<file path="src/rtl/omega_pkg.sv">
package omega_pkg;

  typedef enum logic {
    SW_PASS  = 1'b0,
    SW_CROSS = 1'b1
  } sw_cfg_e;

  // lane index after the perfect-shuffle wiring: one-bit left rotation
  function automatic int unsigned shuffle_lane(input int unsigned j, input int unsigned aw);
    int unsigned msk;
    msk = (32'd1 << aw) - 32'd1;
    return ((j << 1) | (j >> (aw - 1))) & msk;
  endfunction

  // target bit consulted by column k
  function automatic int unsigned steer_bit(input int unsigned k, input int unsigned aw);
    return aw - 1 - k;
  endfunction

endpackage

</file>
<file path="src/rtl/omega_switch.sv">
module omega_switch
  import omega_pkg::*;
#(
  parameter int AW  = 3,
  parameter int DW  = 8,
  parameter int BIT = 2
) (
  input  logic [DW+2*AW+1:0] up_i,
  input  logic [DW+2*AW+1:0] lo_i,
  output logic [DW+2*AW+1:0] up_o,
  output logic [DW+2*AW+1:0] lo_o,
  output sw_cfg_e            cfg_o,
  output logic               clash_o
);
  localparam int PW   = DW + 2*AW + 2;
  localparam int VLD  = PW - 1;
  localparam int LIVE = PW - 2;
  localparam int TBIT = DW + BIT;

  logic up_ok, lo_ok, up_want, lo_want;
  logic [PW-1:0] lo_fwd;

  always_comb begin
    up_ok   = up_i[VLD] & up_i[LIVE];
    lo_ok   = lo_i[VLD] & lo_i[LIVE];
    up_want = up_i[TBIT];
    lo_want = lo_i[TBIT];
    clash_o = up_ok & lo_ok & (up_want == lo_want);
    if (up_ok)      cfg_o = up_want ? SW_CROSS : SW_PASS;
    else if (lo_ok) cfg_o = lo_want ? SW_PASS : SW_CROSS;
    else            cfg_o = SW_PASS;
    lo_fwd = lo_i;
    if (clash_o) lo_fwd[LIVE] = 1'b0;   // lower lane loses, keeps travelling dead
    if (cfg_o == SW_CROSS) begin
      up_o = lo_fwd;
      lo_o = up_i;
    end else begin
      up_o = up_i;
      lo_o = lo_fwd;
    end
  end
endmodule

</file>
<file path="src/rtl/omega_stage.sv">
module omega_stage
  import omega_pkg::*;
#(
  parameter int NPORT = 8,
  parameter int AW    = 3,
  parameter int DW    = 8,
  parameter int K     = 0
) (
  input  logic                           clk,
  input  logic                           rst_n,
  input  logic [NPORT*(DW+2*AW+2)-1:0]   slot_i,
  output logic [NPORT*(DW+2*AW+2)-1:0]   slot_o,
  output logic [NPORT/2-1:0]             clash_o
);
  localparam int PW   = DW + 2*AW + 2;
  localparam int HALF = NPORT / 2;
  localparam int BIT  = int'(steer_bit(K, AW));

  logic [NPORT*PW-1:0] shuf;
  logic [NPORT*PW-1:0] swout;

  for (genvar j = 0; j < NPORT; j++) begin : g_wire
    localparam int SJ = int'(shuffle_lane(j, AW));
    assign shuf[SJ*PW +: PW] = slot_i[j*PW +: PW];
  end

  for (genvar m = 0; m < HALF; m++) begin : g_sw
    sw_cfg_e cfg;
    omega_switch #(.AW(AW), .DW(DW), .BIT(BIT)) u_sw (
      .up_i   (shuf[(2*m)*PW +: PW]),
      .lo_i   (shuf[(2*m+1)*PW +: PW]),
      .up_o   (swout[(2*m)*PW +: PW]),
      .lo_o   (swout[(2*m+1)*PW +: PW]),
      .cfg_o  (cfg),
      .clash_o(clash_o[m])
    );
  end

  always_ff @(posedge clk) begin
    if (!rst_n) slot_o <= '0;
    else        slot_o <= swout;
  end
endmodule

</file>
<file path="src/rtl/omega_net.sv">
module omega_net
  import omega_pkg::*;
#(
  parameter int NPORT = 8,
  parameter int DW    = 8,
  parameter int AW    = (NPORT > 1) ? $clog2(NPORT) : 1
) (
  input  logic                 clk,
  input  logic                 rst_n,
  input  logic [NPORT-1:0]     in_valid,
  input  logic [NPORT*AW-1:0]  in_dest,
  input  logic [NPORT*DW-1:0]  in_data,
  output logic [NPORT-1:0]     out_valid,
  output logic [NPORT*DW-1:0]  out_data,
  output logic [NPORT-1:0]     req_blocked,
  output logic [NPORT-1:0]     req_delivered
);
  localparam int PW     = DW + 2*AW + 2;
  localparam int STAGES = AW;
  localparam int HALF   = NPORT / 2;
  localparam int VLD    = PW - 1;
  localparam int LIVE   = PW - 2;
  localparam int SRC    = DW + AW;

  logic [NPORT*PW-1:0]      stage_slots [STAGES+1];
  logic [NPORT*PW-1:0]      tail_slots;
  logic [STAGES*HALF-1:0]   clash_all;

  // slot layout: {valid, live, source lane, target, payload}
  for (genvar i = 0; i < NPORT; i++) begin : g_inj
    assign stage_slots[0][i*PW +: PW] =
      {in_valid[i], in_valid[i], AW'(i), in_dest[i*AW +: AW], in_data[i*DW +: DW]};
  end

  for (genvar k = 0; k < STAGES; k++) begin : g_col
    omega_stage #(.NPORT(NPORT), .AW(AW), .DW(DW), .K(k)) u_col (
      .clk    (clk),
      .rst_n  (rst_n),
      .slot_i (stage_slots[k]),
      .slot_o (stage_slots[k+1]),
      .clash_o(clash_all[k*HALF +: HALF])
    );
  end

  assign tail_slots = stage_slots[STAGES];

  always_comb begin
    out_valid     = '0;
    out_data      = '0;
    req_blocked   = '0;
    req_delivered = '0;
    for (int s = 0; s < NPORT; s++) begin
      logic [PW-1:0] sl;
      sl = tail_slots[s*PW +: PW];
      if (sl[VLD]) begin
        if (sl[LIVE]) begin
          out_valid[s]              = 1'b1;
          out_data[s*DW +: DW]      = sl[DW-1:0];
          req_delivered[sl[SRC +: AW]] = 1'b1;
        end else begin
          req_blocked[sl[SRC +: AW]]   = 1'b1;
        end
      end
    end
  end
endmodule

</file>
<file path="config.mk">
export PLATFORM = sky130hd
export DESIGN_NAME = omega_net
export DESIGN_NICKNAME = d
export VERILOG_FILES = /design/src/rtl/omega_pkg.sv /design/src/rtl/omega_switch.sv /design/src/rtl/omega_stage.sv /design/src/rtl/omega_net.sv
export SDC_FILE = /design/constraint.sdc
export NUM_CORES = 1
export LEC_CHECK = 0
export ABC_AREA = 1
export BUFFER_PORTS_ARGS = -buffer_cell sky130_fd_sc_hd__buf_2
export CAP_MARGIN = 10
export CORE_MARGIN = 2
export CORE_UTILIZATION = 59
export DETAILED_ROUTE_END_ITERATION = 10
export PLACE_DENSITY = 0.82
export RECOVER_POWER = 50
export SLEW_MARGIN = 20
export SYNTH_ARGS = -nofsm -noshare
export SYNTH_HDL_FRONTEND = slang
export SYNTH_SLANG_ARGS = --single-unit
</file>
<file path="constraint.sdc">
create_clock -name clk -period 3.2 [get_ports clk]
set_clock_uncertainty 0.05 [all_clocks]
set_input_delay 0.16 -clock clk [delete_from_list [all_inputs] [get_ports clk]]
set_output_delay 0.16 -clock clk [all_outputs]
set_load 0.02 [all_outputs]
</file>
Word level (Yosys, flattened, before mapping). Cells that the tools add are included. Widths: inputs -> output; s select.

Register bits after elaboration: 384. Input port bits: 98. Output and inout port bits: 88. Word-level logic and storage cells: 257.

$lt $le $gt $ge: 16. Equal/unequal tests: 12. Mux-type cells: 164. Bitwise logic cells: 54. Reductions and logical operators: 8.

Operators by type and width (count): $mux 16 (24); $mux 8 (48); $or 8x8->8 (14); $mux 1 (84); $and 1x1->1 (40); $lt 3x4->1 const B (8); $demux 1 s3 (8); $ge 3x1->1 const B (8); $eq 1x1->1 (12); $logic_and 1x1->1 (8).

Logic depth before layout (Yosys ltp). Gate-level depths: netlist of run 1.

Depth in word-level cells: 27. Gate-level depth with buffers: 8. Mapped depth without buffers: 7.

By module. From an unflattened synthesis of run 1, not the netlist that was laid out.

Cells, all modules: 3107. Area total of the unflattened synthesis: 19444.9 sq um.

By module, submodules not included: omega_stage (instances 3, cells each 398, area each 3677.3 sq um, sequential area each 2562.5 sq um); omega_switch (instances 12, cells each 117, area each 523.0 sq um, sequential area each 0.0 sq um); omega_net (instances 1, cells each 509, area each 2137.0 sq um, sequential area each 0.0 sq um).

Least setup slack after synthesis of run 1. OpenSTA, ideal clock, no wires.

Path type: register to output. Start point: register g_col[2].u_col.slot_o[15]. End point: output req_delivered[0]. Arrival: 1.179 ns. Required time: 2.990 ns. Slack: 1.811 ns. Stages on the path, launching flop included: 7. Path through: dfxtp_1 nand2_2 clkinv_1 nand3_1 nand2_1 nor2_1 nand3_1.

Word-level cells in the longest chain between the ends: 22.

Ends and longest elaborated chain: from (decl) (RTL line omega_stage.sv:12) `output logic [NPORT*(DW+2*AW+2)-1:0] slot_o,`; from (signal assigned) (RTL line omega_stage.sv:41) `else slot_o <= swout;`; $mux 8 * (RTL line omega_net.sv:55) `if (sl[VLD]) begin`; $or 8x8->8 (no source line); $mux 8 (RTL line omega_net.sv:56) `if (sl[LIVE]) begin`; $mux 8 * (RTL line omega_net.sv:55); $or 8x8->8 (no source line); $mux 8 (RTL line omega_net.sv:56); $mux 8 * (RTL line omega_net.sv:55); $or 8x8->8 (no source line); [... 6 more ...]; $mux 8 (RTL line omega_net.sv:56); $mux 8 * (RTL line omega_net.sv:55); $or 8x8->8 (no source line); $mux 8 (RTL line omega_net.sv:56); $mux 8 * (RTL line omega_net.sv:55); $or 8x8->8 (no source line); $mux 8 (RTL line omega_net.sv:56); $mux 8 * (RTL line omega_net.sv:55); to (decl) (RTL line omega_net.sv:16) `output logic [NPORT-1:0] req_delivered`.

Every way passes the cells marked *; elsewhere a longest branch is shown, timed or not.

==> results of run 1 <==
==> cells in the final DEF (no fill, tap or decap), types with 6 or more instances in the layout <==
| cell | netlist | layout |
|---|---|---|
| nand3_1 | 155 | 155 |
| nand2_1 | 503 | 508 |
| clkbuf_1 | 20 | 75 |
| a21oi_1 | 17 | 17 |
| o21ai_0 | 125 | 143 |
| clkinv_2 | 0 | 6 |
| nand4_1 | 95 | 95 |
| o21ai_2 | 19 | 9 |
| dlygate4sd3_1 | 0 | 150 |
| nor3_1 | 7 | 7 |
| buf_4 | 12 | 8 |
| clkbuf_16 | 0 | 30 |
| buf_2 | 50 | 115 |
| inv_1 | 221 | 228 |
| nand3b_1 | 40 | 40 |
| nor2_1 | 254 | 255 |
| dfxtp_1 | 315 | 315 |
==> where the power goes <==
group,internal [uW],switching [uW],total [uW]
Sequential,4160,174,4330
Combinational,349,531,879
Clock,2250,1560,3820
==> critical path: cells and delay by family <==
family	cells	cell delay (ps)
buf+inv	4	1950
simple gates	3	1120
==> per-layer routing <==
layer | up-vias | part of all wire | GRT usage
met5 | - | 0.00021 | 0
met1 | 6321 | 0.37 | 0.468
met4 | 2 | 0.085 | 0.271
li1 | 6554 | - | -
met3 | 316 | 0.092 | 0.0747
met2 | 1042 | 0.45 | 0.643
==> cells by family (layout without fill, tap and decap cells) <==
kind of cell              after synthesis  in the layout  share of synthesized area
and+or+nand+nor                      1066           1066                      0.348
buffers and inverters                 321            631                      0.101
DFF                                   315            315                      0.475
AOI/OAI and AO/OA                     181            181                     0.0745
xor gates and xnor gates                1              1                   0.000660
other                                   0              5                          0
==> Yosys cell counts <==
cell type / n / area share
a21oi_1: 17 / 0.0064
a31oi_1: 4 / 0.0019
and2_1: 1 / 0.00047
buf_1: 4 / 0.0011
buf_2: 50 / 0.019
buf_4: 12 / 0.0068
buf_6: 4 / 0.0034
clkbuf_1: 20 / 0.0057
clkinv_1: 2 / 0.00057
dfxtp_1: 315 / 0.48
inv_1: 221 / 0.063
inv_2: 8 / 0.0023
nand2_1: 503 / 0.14
nand2_2: 5 / 0.0024
nand3_1: 155 / 0.058
nand3b_1: 40 / 0.023
nand4_1: 95 / 0.045
nor2_1: 254 / 0.072
nor2_2: 5 / 0.0024
nor3_1: 7 / 0.0026
o21ai_0: 125 / 0.047
o21ai_1: 12 / 0.0045
o21ai_2: 19 / 0.013
o22ai_1: 3 / 0.0014
o31ai_1: 1 / 0.00057
or2_2: 1 / 0.00047
xnor2_1: 1 / 0.00066
==> layout make-up <==
type,instances,share of cell area
Antenna cell,5,0.000754
Clock buffer,40,0.0506
Clock inverter,16,0.0140
Inverter,231,0.0523
Multi-Input combinational cell,1248,0.336
Sequential cell,315,0.380
Tap cell,280,0.0211
Timing Repair Buffer,344,0.145
==> worst max path at each step <==
| stage | endpoint | depth (start not counted) |
|---|---|---|
| finish | g_col[0].u_col.slot_o[18] | 7 |
| global route | g_col[0].u_col.slot_o[88] | 7 |
| CTS | g_col[1].u_col.slot_o[111] | 4 |
| detailed placement | g_col[1].u_col.slot_o[111] | 4 |
| global placement | g_col[1].u_col.slot_o[110] | 4 |
| floorplan | req_delivered[0] | 6 |
==> per-stage QoR <==
step	cells	worst slack, ps	instance area, um^2	hold WS, ps	util
final	2479	341	16600	306	0.755
after global routing	2478	257	16600	340	0.755
after CTS	2474	744	16700	285	0.761
after detailed placement	2268	784	14100	318	0.644
after global placement	2268	812	14100	311	0.644
after floorplan	1884	1810	13300	138	-
==> timing repair <==
action,4_1_cts,5_1_grt
buffers inserted,0,0
hold endpoints to repair,99,0
hold buffers,150,0
gates resized for setup,0,0
==> flow_summary.json, run 1 <==
{
  "reg2reg_to": "g_col[1].u_col.slot_o[110]",
  "grt_max_degree": 67,
  "critPathMaxFanout": 66,
  "fin_setup_tns_ps": 0,
  "clock_path_buffers": 3,
  "cts_buffers": 30,
  "die_h_um": 154,
  "ys_types": 27,
  "ys_ff_latch": 315,
  "arrival_ps": 3300,
  "ios": 186,
  "die_area_mm2": 0.0237,
  "setup.worst_path.start": "rst_n",
  "setup_viol": 0,
  "layout-drive-gt1-share": 0.0866,
  "multi_input_area_mm2": 0.00557,
  "fillers": 1544,
  "core_mm2": 0.0220,
  "regArea_mm2": 0.00631,
  "firstDrtPassIters": 8,
  "cp-start-kind": "input pin",
  "grt_pass1_wl_mm": 73.5,
  "area_growth_pct": 25.0,
  "leakagePower_uw": 0.00762,
  "syn_area_per_cell_um2": 7.04,
  "netlist_instances": 1884,
  "clkLatencyLatePin_ps": 570,
  "start_util": 0.604,
  "clk_pin_slew_ps": 80,
  "avgRoutedWirePerCell_um": 19.0,
  "powerDensity_mw_per_mm2": 545,
  "htreeDepth": 1,
  "hpwlAfterDp_mm": 29.6,
  "antenna_left": 0,
  "die_x_um": 154,
  "top_regs": "g_col.u_col.slot_o: 315 flops",
  "holdPathStages": 4,
  "hold_viol": 0,
  "grt_setup_unrepaired": "false",
  "grt_pass1_vias": 14000,
  "max_cap_violations": 0,
  "status": "complete, no violations",
  "holdPathEnd": "g_col[0].u_col.slot_o[52]",
  "root_buffer": "clkbuf_16",
  "fin_total_pwr_uw": 9030,
  "num_vias": 14200,
  "gp_congestion": 0.967,
  "grt_usage": 0.393,
  "top_register": "g_col.u_col.slot_o",
  "routed_via_density": 5.74,
  "nets": 2268,
  "required_ps": 3640,
  "r2r_cells": 6,
  "regToRegSetupSlack_ps": 420,
  "cp_slowest_stage_delay_ps": 760,
  "io_buffers": 185,
  "crit_chain": "dlygate4sd3_1 > buf_6 > inv_1 > nor2_2 > nand2_1 > nand2_1 > dlygate4sd3_1",
  "largest_reg_flops": 315,
  "vdd_drop_max_mv": 0.486,
  "drt-total-wl_mm": 47.1,
  "critical_path_class": "input pin to flip-flop",
  "worstReg2RegStart": "g_col[0].u_col.slot_o[126]",
  "antenna_found_initial": 6,
  "syn-num-nets": 1982,
  "worstSetupEndpointType": "flip-flop",
  "synthesis.area_mm2": 0.0133,
  "worst_pin_slew_ps": 925,
  "hold_path_class": "input pin to flip-flop",
  "ys_seq_area_frac": 0.475,
  "cts_tree": "built",
  "slew_viol_final": 0,
  "cts_sinks": 315,
  "worstHoldStart": "in_data[12]",
  "max_clock_freq_mhz": 350,
  "fp-row-count": 54,
  "fin_crit_sh": 0.894,
  "synth_warnings": 0,
  "gr-total-overflow": 0,
  "first_iter_violations": 2069,
  "slowest_stage": "nor2_2",
  "drcViolationCount": 0,
  "slew_headroom": 0.383,
  "fin_crit_ps": 2860
}
Power figures use the tool's default switching activity.
==> run 2, diff against run 1 <==
--- a/config.mk
+++ b/config.mk
@@ -8,12 +8,14 @@
 export ABC_AREA = 1
 export BUFFER_PORTS_ARGS = -buffer_cell sky130_fd_sc_hd__buf_2
 export CAP_MARGIN = 10
-export CORE_MARGIN = 2
+export CORE_MARGIN = 4
 export CORE_UTILIZATION = 59
 export DETAILED_ROUTE_END_ITERATION = 10
-export PLACE_DENSITY = 0.82
+export PLACE_DENSITY = 0.79
 export RECOVER_POWER = 50
 export SLEW_MARGIN = 20
 export SYNTH_ARGS = -nofsm -noshare
 export SYNTH_HDL_FRONTEND = slang
+export SYNTH_HIERARCHICAL = 1
 export SYNTH_SLANG_ARGS = --single-unit
+export TNS_END_PERCENT = 50
==> run 2 against run 1 <==
  * Area after synthesis grew 33%
  * Non-clock buffer count shrank 30
  * First-iteration DRC count shrank 14%
  * Hold slack lost 290 ps
  * Power grew 8.4%
  * Largest power group unchanged
  * Maximum frequency grew 1.4%
  * Sequential power grew 7.2%
==> flow_summary.json, run 2 <==
{
  "drt-total-wl_mm": 50.4,
  "arrival_ps": 3170,
  "max_clock_freq_mhz": 355,
  "start_util": 0.606,
  "die_h_um": 181,
  "hold_path_class": "input pin to flip-flop",
  "netlist_instances": 2831,
  "final_common_cell": "nand2_1",
  "status": "complete, no violations",
  "grt_setup_unrepaired": "false",
  "powerDensity_mw_per_mm2": 486,
  "slowest_stage": "nand2_1",
  "drcViolationCount": 0,
  "grt_max_degree": 123,
  "cp_common_cell": "nand2_1",
  "cts_buffers": 35,
  "top_regs": "g_col.u_col/slot_o: 336 flops",
  "max_cap_violations": 0,
  "fillers": 2532,
  "required_ps": 3550,
  "critPathMaxFanout": 31,
  "io_buffers": 185,
  "worst_pin_slew_ps": 1180,
  "placedCellCount": 3295,
  "grt_usage": 0.302,
  "critical_path_class": "input pin to flip-flop",
  "grt_pass1_wl_mm": 80.9,
  "clk_pin_slew_ps": 60,
  "htreeDepth": 2,
  "firstDrtPassIters": 6,
  "area_growth_pct": 14.7,
  "worstSetupEndpointType": "flip-flop",
  "routed_via_density": 4.99,
  "leakagePower_uw": 0.0123,
  "ios": 186,
  "fp-row-count": 62,
  "fin_setup_tns_ps": 0,
  "fin_crit_ps": 2820,
  "antenna_left": 0,
  "setup_viol": 0,
  "largest_reg_flops": 336,
  "avgRoutedWirePerCell_um": 14.5,
  "synthesis.area_mm2": 0.0176,
  "hold_viol": 0,
  "cp_slowest_stage_delay_ps": 720,
  "num_vias": 17400,
  "die_area_mm2": 0.0326,
  "layout-drive-gt1-share": 0.0718,
  "regToRegSetupSlack_ps": 600,
  "slew_headroom": 0.208,
  "crit_chain": "dlygate4sd3_1 > buf_2 > nand2_1 > nor2_2 > nand2_2 > nand2_1 > nand2_1 > nand2_1 > dlygate4sd3_1 > nand2_1 > inv_1",
  "nets": 3169,
  "die_x_um": 181,
  "vdd_drop_max_mv": 0.391,
  "hpwlAfterDp_mm": 35.7,
  "gp_congestion": 0.943,
  "first_iter_violations": 1778,
  "slew_viol_final": 0,
  "grt_pass1_vias": 15900,
  "core_mm2": 0.0290,
  "clock_path_buffers": 3,
  "synth_warnings": 6,
  "top_register": "g_col.u_col/slot_o",
  "root_buffer": "clkbuf_16",
  "antenna_found_initial": 1,
  "cts_sinks": 336,
  "clkLatencyLatePin_ps": 510,
  "syn_area_per_cell_um2": 6.21,
  "final_cell_count_no_fill": 3477,
  "cp-start-kind": "input pin",
  "final_cell_mix": "nand2_1, inv_1, nand3_1, dfxtp_1, nor2_1",
  "gr-total-overflow": 0,
  "cts_setup_buffers": 0,
  "cts_tree": "built",
  "fin_crit_sh": 0.881
}
-- run 2: stage by stage --
stage | total power (uW) | setup slack, ps | instance area (um^2) | hold WS, ps | util
floorplan | 5400 | 1920 | 17800 | 293 | -
global placement | 5650 | 1250 | 17900 | 400 | 0.619
detailed placement | 5670 | 1200 | 17900 | 404 | 0.619
CTS | 9810 | 822 | 20300 | 7.08 | 0.701
global route | 10200 | 279 | 20200 | 47.0 | 0.695
finish | 9790 | 381 | 20200 | 19.8 | 0.695
-- run 2: final cells by class --
cell class                 instances  area, um^2  area share
antenna                            1        2.50    0.000124
timing repair buffer             314        2160       0.107
multi-input combinational       1906        7860       0.390
tap                              384         480      0.0238
inverter                         478        1800      0.0890
clock buffer                      50        1020      0.0507
sequential                       336        6730       0.334
clock inverter                     8         125     0.00620
-- run 2: report_power, final --
group | switching (uW) | internal, uW
combinational | 670 | 459
clock | 1570 | 2460
sequential | 215 | 4420
total | 2450 | 7340
-- run 2: layer usage --
layer,global-route usage,vias up,part of all wire
met1,0.410,7698,0.44
met4,0.102,0,0.035
met3,0.0444,114,0.073
li1,-,8805,-
met5,0,-,0
met2,0.494,734,0.45
-- run 2: worst max-delay path: cells and delay by family --
family / cells / cell delay (ps)
and+or+nand+nor: 7 / 1680
buffers and inverters: 4 / 1320
-- run 2: path summary, 6_finish.rpt --
check,startpoint,end,cells past startpoint
min,in_valid[0],g_col[0].u_col/slot_o[31],5
max reg2reg,g_col[1].u_col/slot_o[63],g_col[2].u_col/slot_o[113],6
max,in_valid[6],g_col[0].u_col/slot_o[85],11
min reg2reg,g_col[0].u_col/slot_o[108],g_col[1].u_col/slot_o[76],4
-- run 2: timing repair --
action	4_1_cts	5_1_grt
endpoints found under the hold margin	86	0
hold buffers	123	0
resized for setup	0	0
